### src/rtl/skip_adder_pkg.sv
package skip_adder_pkg;

  typedef struct packed {
    logic kill;
    logic gen;
    logic prop;
  } bit_class_t;

  function automatic bit_class_t classify(input logic a, input logic b);
    bit_class_t r;
    r.kill = ~a & ~b;
    r.gen  = a & b;
    r.prop = a ^ b;
    return r;
  endfunction

endpackage

### src/rtl/skip_bitcell.sv
module skip_bitcell
  import skip_adder_pkg::*;
(
  input  logic a_i,
  input  logic b_i,
  output logic kill_o,
  output logic gen_o,
  output logic prop_o
);
  bit_class_t cls;

  always_comb begin
    cls    = classify(a_i, b_i);
    kill_o = cls.kill;
    gen_o  = cls.gen;
    prop_o = cls.prop;
  end
endmodule

### src/rtl/skip_group.sv
module skip_group #(
  parameter int GW = 4
) (
  input  logic [GW-1:0] kill_i,
  input  logic [GW-1:0] gen_i,
  input  logic [GW-1:0] prop_i,
  input  logic          cin_i,
  output logic [GW-1:0] bit_cin_o,
  output logic          grp_prop_o,
  output logic          cout_o
);
  logic [GW:0] chain;

  assign chain[0] = cin_i;

  generate
    for (genvar i = 0; i < GW; i++) begin : g_ripple
      assign chain[i+1] = gen_i[i] | (~kill_i[i] & chain[i]);
    end
  endgenerate

  assign bit_cin_o  = chain[GW-1:0];
  assign grp_prop_o = &prop_i;
  assign cout_o     = grp_prop_o ? cin_i : chain[GW];
endmodule

### src/rtl/skip_adder.sv
module skip_adder #(
  parameter int WIDTH   = 16,
  parameter int GRP     = 4,
  parameter bit REG_OUT = 1'b1
) (
  input  logic             clk,
  input  logic             rst_n,
  input  logic [WIDTH-1:0] op_a,
  input  logic [WIDTH-1:0] op_b,
  input  logic             carry_in,
  output logic [WIDTH-1:0] sum_q,
  output logic             carry_q
);
  localparam int NGRP = WIDTH / GRP;

  generate
    if (WIDTH % GRP != 0) begin : g_bad_width
      $error("skip_adder: WIDTH must be a multiple of GRP");
    end
  endgenerate

  logic [WIDTH-1:0] kill_v, gen_v, prop_v, bit_cin;
  logic [NGRP:0]    grp_c;
  logic [NGRP-1:0]  grp_prop;
  logic [WIDTH-1:0] sum_d;
  logic             carry_d;

  generate
    for (genvar i = 0; i < WIDTH; i++) begin : g_bit
      skip_bitcell u_cell (
        .a_i    (op_a[i]),
        .b_i    (op_b[i]),
        .kill_o (kill_v[i]),
        .gen_o  (gen_v[i]),
        .prop_o (prop_v[i])
      );
    end
  endgenerate

  assign grp_c[0] = carry_in;

  generate
    for (genvar j = 0; j < NGRP; j++) begin : g_grp
      skip_group #(.GW(GRP)) u_grp (
        .kill_i     (kill_v[j*GRP +: GRP]),
        .gen_i      (gen_v[j*GRP +: GRP]),
        .prop_i     (prop_v[j*GRP +: GRP]),
        .cin_i      (grp_c[j]),
        .bit_cin_o  (bit_cin[j*GRP +: GRP]),
        .grp_prop_o (grp_prop[j]),
        .cout_o     (grp_c[j+1])
      );
    end
  endgenerate

  always_comb begin
    sum_d   = prop_v ^ bit_cin;
    carry_d = grp_c[NGRP];
  end

  generate
    if (REG_OUT) begin : g_reg
      logic             load_en;
      logic [WIDTH-1:0] sum_r;
      logic             carry_r;

      assign load_en = 1'b1;

      always_ff @(posedge clk or negedge rst_n) begin
        if (!rst_n) begin
          sum_r   <= '0;
          carry_r <= 1'b0;
        end else if (load_en) begin
          sum_r   <= sum_d;
          carry_r <= carry_d;
        end
      end

      assign sum_q   = sum_r;
      assign carry_q = carry_r;
    end else begin : g_comb
      assign sum_q   = sum_d;
      assign carry_q = carry_d;
    end
  endgenerate

  logic unused_grp;
  assign unused_grp = ^grp_prop;
endmodule

### config.mk
export PLATFORM = sky130hd
export DESIGN_NAME = skip_adder
export DESIGN_NICKNAME = d
export VERILOG_FILES = /design/src/rtl/skip_adder_pkg.sv /design/src/rtl/skip_bitcell.sv /design/src/rtl/skip_group.sv /design/src/rtl/skip_adder.sv
export SDC_FILE = /design/constraint.sdc
export NUM_CORES = 1
export LEC_CHECK = 0
export BUFFER_PORTS_ARGS = -buffer_cell sky130_fd_sc_hd__buf_2
export CAP_MARGIN = 30
export CORE_MARGIN = 2
export CORE_UTILIZATION = 50
export DETAILED_ROUTE_END_ITERATION = 12
export MAX_ROUTING_LAYER = met4
export PLACE_DENSITY = 0.84
export SLEW_MARGIN = 40
export SYNTH_ARGS = -nofsm -noshare
export SYNTH_HDL_FRONTEND = slang
export SYNTH_SLANG_ARGS = --single-unit
### constraint.sdc
create_clock -name clk -period 0.8 [get_ports clk]
set_input_delay 0.2 -clock clk [delete_from_list [all_inputs] [get_ports clk]]
set_output_delay 0.2 -clock clk [all_outputs]
set_load 0.01 [all_outputs]
======== Word level (Yosys, flattened, before mapping) ========
Index checks and enable logic that the tools add are counted.
word-level totals
  logic and storage cells ................. 139
  register bits after elaboration ......... 17
  input port bits ......................... 35
  output and inout port bits .............. 17
cells by class
  bitwise logic cells ..................... 129
  reduce and logical (&&, ||, !) cells .... 4
  mux-type cells .......................... 4
operators with widths
  kind              number
  $and 1x1->1       48
  $not 1->1         48
  $or 1x1->1        16
  $reduce_and 4->1  4
  $xor 1x1->1       16
  $xor 16x16->16    1
  $mux 1            4

======== Longest topological paths before layout ========
  word-level depth ........................ 39
  gate-level depth with buffers ........... 27
  mapped depth without buffers ............ 27

======== Modules after synthesis ========
A second synthesis with hierarchy kept.
unflattened totals
  cells, all modules ...................... 153
  area, all modules ....................... 1496.4 µm²
modules (own cells, without submodules)
  module        instances  seq. area each (µm²)  cells each  area each (µm²)
  skip_adder    1          425.4                 33          565.5
  skip_bitcell  16         0.0                   4           32.5
  skip_group    4          0.0                   14          102.6

======== Least setup slack after synthesis ========
OpenSTA, ideal clock, no wires.
  path type ............................... in2reg
  from .................................... input port op_a[0]
  to ...................................... register g_reg.carry_r, in the netlist carry_q
  library setup time ...................... 0.129 ns
  buffers on the path ..................... 0
  slack ................................... -6.046 ns
  data required time ...................... 0.671 ns
  arrival time ............................ 6.717 ns
  stages .................................. 27
  path through ............................ inv_1 fa_1 inv_1 fa_1 fa_1 fa_1 mux2_4 fa_1 fa_1 fa_1 fa_1 a41oi_1 nor2_1 fa_1 fa_1 fa_1 fa_1 nand2_1 nand2_1 fa_1 inv_1 fa_1 inv_1 fa_1 fa_1 nor2_1 a31oi_1
on the way
  cells in the longest elaborated chain, start to end .. 39
  elaborated cells on any way between the ends .. 42
  classes of those cells .................. 4 x mux; 37 x bitwise; 1 x reduce/logical
ends and longest elaborated chain
  element                 line                  source
  start: declaration      skip_adder.sv:8       input logic [WIDTH-1:0] op_a,
  $not 1->1               skip_adder_pkg.sv:11  r.kill = ~a & ~b;
  $and 1x1->1             skip_adder_pkg.sv:11
  $not 1->1               skip_group.sv:18      assign chain[i+1] = gen_i[i] | (~kill_i[i] & chain[i]);
  $and 1x1->1             skip_group.sv:18
  $or 1x1->1              skip_group.sv:18
  $and 1x1->1             skip_group.sv:18
  $or 1x1->1              skip_group.sv:18
  $and 1x1->1             skip_group.sv:18
  [... 24 more ...]       -
  $and 1x1->1             skip_group.sv:18
  $or 1x1->1              skip_group.sv:18
  $and 1x1->1             skip_group.sv:18
  $or 1x1->1              skip_group.sv:18
  $and 1x1->1             skip_group.sv:18
  $or 1x1->1              skip_group.sv:18
  $mux 1 *                skip_group.sv:24      assign cout_o = grp_prop_o ? cin_i : chain[GW];
  via carry_d             skip_adder.sv:26      logic carry_d;
  end signal: assignment  skip_adder.sv:75      carry_r <= carry_d;
  end: declaration        skip_adder.sv:65      logic carry_r;
The timed path passes the listed nets; every way through them passes the cells marked *.

======== Final worst setup path ========
  from .................................... input port op_a[0]
  to ...................................... register g_reg.sum_r[15], in the netlist sum_q[15]
on the way
  cells in the longest elaborated chain, start to end .. 37
  elaborated cells on any way between the ends .. 40
  classes of those cells .................. 3 x mux; 36 x bitwise; 1 x reduce/logical
ends and longest elaborated chain
  element                 line                  source
  $not 1->1               skip_adder_pkg.sv:11
  $and 1x1->1             skip_adder_pkg.sv:11
  $not 1->1               skip_group.sv:18
  $and 1x1->1             skip_group.sv:18
  $or 1x1->1              skip_group.sv:18
  $and 1x1->1             skip_group.sv:18
  $or 1x1->1              skip_group.sv:18
  $and 1x1->1             skip_group.sv:18
  [... 22 more ...]       -
  $and 1x1->1 *           skip_group.sv:18
  $or 1x1->1 *            skip_group.sv:18
  $and 1x1->1 *           skip_group.sv:18
  $or 1x1->1 *            skip_group.sv:18
  $and 1x1->1 *           skip_group.sv:18
  $or 1x1->1 *            skip_group.sv:18
  $xor 16x16->16 *        skip_adder.sv:57      sum_d = prop_v ^ bit_cin;
  via sum_d[15]           skip_adder.sv:25      logic [WIDTH-1:0] sum_d;
  end signal: assignment  skip_adder.sv:74      sum_r <= sum_d;
  end: declaration        skip_adder.sv:64      logic [WIDTH-1:0] sum_r;
Marked as above.

==> results.sh <==
export IMPL_drv_slew=0
export IMPL_vdd_ir_drop_max_mv=1.04
export IMPL_cpLargestDelayFamily="adder cells"
export IMPL_grt_ovfl_total=0
export IMPL_via_count=883
export IMPL_pwr_share_comb_pct=37.5
export IMPL_tightest_slew_ps=381
export IMPL_num_rows=17
export IMPL_syn_nets=168
export IMPL_areaGrowthSynthToFinish_pct=43.6
export IMPL_worst_slack_ps=-5570
export IMPL_nFillCells=162
export IMPL_drv_cap=0
export IMPL_placed_area_um2=1600
export IMPL_clock_sinks=17
export IMPL_ioPinCount=52
export IMPL_die_w_um=52.5
export IMPL_fin_area_um2=1690
export IMPL_num_antenna_cells=0
export IMPL_synth_top_flop_cell="dfrtp_1"
export IMPL_async_flop_share_pct=100
export IMPL_yosysMostFrequentCell="inv_1"
export IMPL_drc=0
export IMPL_dp_final_hpwl_um=2020
export IMPL_die_h_um=52.5
export IMPL_dr_first_iter_drc_count=10
export IMPL_finalSetupViolations=33
export IMPL_synth_area_top_cells="dfrtp_1 36%, fa_1 27%, ha_1 17%"
export IMPL_viasPerCell=4.51
export IMPL_p_int_mw=1.67
export IMPL_cp_required_ps=1020
export IMPL_cts_max_level=1
export IMPL_synth_avg_cell_area_um2=11.7
export IMPL_core_area_um2=2210
export IMPL_antenna_found_initial=0
export IMPL_period_needed_ps=6370
export IMPL_drive_gt1_share_pct=55.4
export IMPL_grt_pass1_vias=948
export IMPL_preCtsSetupSlack_ps=-6000
export IMPL_max_clock_path_buffers=2
export IMPL_p_clk_share_pct=18.6
export IMPL_hp_class="primary input to flop"
export IMPL_yosys_warnings=0
export IMPL_io_buffers=51
export IMPL_power_leakage_nw=0.943
export IMPL_finalCritPeriodShare_pct=797
export IMPL_grt_pass1_wl_um=4020
export IMPL_grt_max_degree=18
export IMPL_nets=236
export IMPL_cts_root_buf="clkbuf_4"
export IMPL_hold_viol=0
export IMPL_synth_seq_area_share_pct=36.1
export IMPL_ys_ff_latch=17
export IMPL_cts_tree="built"
export IMPL_cp_max_fo=2
export IMPL_max_slew_margin_pct=74.6
export IMPL_gp_congestion=0.818
export IMPL_power_density_nw_per_um2=1440
export IMPL_grt_usage_pct=21.4
export IMPL_swShare_pct=31.5
export IMPL_cp_slowest_cell="fa_2"
export IMPL_end_kind="flop"
export IMPL_synth_common_cells="38 x inv_1, 17 x dfrtp_1, 16 x fa_1, 16 x ha_1, 4 x nor2_1"
export IMPL_ant_nets=0
export IMPL_violations="negative setup slack"
export IMPL_postSynthCellCount=101
export IMPL_synth_top_area_share_pct=36.1
export IMPL_synthDistinctLibCells=12
export IMPL_die_area_um2=2760
export IMPL_yosys_area_top_type="dfrtp_1"
export IMPL_outcome="complete, but fails checks"
export IMPL_initial_core_util_pct=53.2
export IMPL_syn_area_um2=1180
export IMPL_crit_top_cell="fa_2"
export IMPL_first_pass_iters=4
export IMPL_critPathLaunchType="primary input"
export IMPL_max_freq_mhz=157
export IMPL_routed_wl_um=2380
export IMPL_post_drt_wl_per_cell_um=12.1
export IMPL_path_buf_inv=5
export IMPL_synth_edf_count=0
export IMPL_rsz0062_at_grt="true"
export IMPL_p_seq_share_pct=43.9
export IMPL_crit_arrival_ps=6600
export IMPL_crit_path_max_incr_delay_ps=530
export IMPL_power_switching_uw=768
export IMPL_cts_clk_slew_worst_paths_ps=100
export IMPL_path_class="primary input to flop"
export IMPL_numCtsBuffers=3
-- final timing paths --
| check | startpoint | end | slack (ps) | cells after the start |
|---|---|---|---|---|
| min | op_b[6] | sum_q[6]$_DFF_PN0_ | 240 | 2 |
| max | op_a[0] | sum_q[15]$_DFF_PN0_ | -5570 | 26 |
| max in group asynchronous | rst_n | carry_q$_DFF_PN0_ | 150 | 2 |
| min in group asynchronous | rst_n | sum_q[7]$_DFF_PN0_ | 380 | 2 |
-- cells in the final DEF (no fill, tap or decap) --
| master | count |
|---|---|
| nand2_2 | 2 |
| a31oi_1 | 1 |
| o21ai_2 | 1 |
| buf_4 | 11 |
| buf_6 | 3 |
| nor2_1 | 4 |
| mux2_4 | 1 |
| clkbuf_1 | 1 |
| inv_6 | 1 |
| inv_1 | 31 |
| buf_12 | 1 |
| inv_2 | 5 |
| inv_12 | 1 |
| dfrtp_1 | 17 |
| buf_2 | 47 |
| ha_1 | 16 |
| dlygate4sd3_1 | 1 |
| fa_2 | 16 |
| a41oi_2 | 1 |
| nand4_1 | 3 |
| clkbuf_4 | 3 |
| and4_1 | 1 |
-- cell type report --
class,instances,area [um^2],share of cell area [%]
clock buffer,4,26.3,1.55
inverter,38,160,9.47
multi-input combinational,46,662,39.2
sequential,17,425,25.2
tap,28,35.0,2.07
timing repair buffer,63,382,22.6
-- sequential cells by signal (all words and copies together) (netlist names) --
name	cells
sum_q	16
carry_q	1
-- power groups by stage --
stage	Clock, mW	Sequential (mW)	Combinational [mW]
CTS	0.463	1.07	0.908
finish	0.454	1.07	0.914
floorplan	0	1.19	0.292
detailed placement	0	1.09	0.878
global route	0.510	1.09	1.04
global placement	0	1.08	0.815
-- timing repair --
action,CTS,global route
resized for setup,9,3
setup endpoints to repair,34,33
pin swaps,1,1
hold endpoints to repair,17,0
buffers inserted,1,1
hold buffers,1,0
-- stage by stage --
stage               power (mW)  hold WS, ps  cells  TNS (ps)  util, %
floorplan                 1.48        -95.6    101    -49750        -
global placement          1.90          137    189    -54030     72.2
detailed placement        1.97          137    189    -55390     72.2
CTS                       2.44          235    195    -53120     75.6
global route              2.64          227    196    -54680     76.4
finish                    2.44          236    196    -52330     76.4
-- metal layers --
layer | part of all wire, % | up-vias | GRT usage [%] | routed length (um)
met2 | 56 | 39 | 39.4 | 1340
met4 | 2.9 | 0 | 11.1 | 69
met3 | 4.7 | 6 | 3.14 | 112
met1 | 36 | 423 | 21.9 | 862
met5 | 0 | - | - | 0
li1 | - | 415 | - | -
-- logic make-up (layout without fill, tap and decap cells) --
family          after synthesis  count (layout)  share of synthesized area [%]
compound gates                3               3                           2.02
flops                        17              17                           36.1
mux                           1               1                           1.27
buf+inv                      38             105                           12.1
fa+ha+maj                    32              32                           44.2
simple gates                 10              10                           4.25
Power figures use the tool's default switching activity.
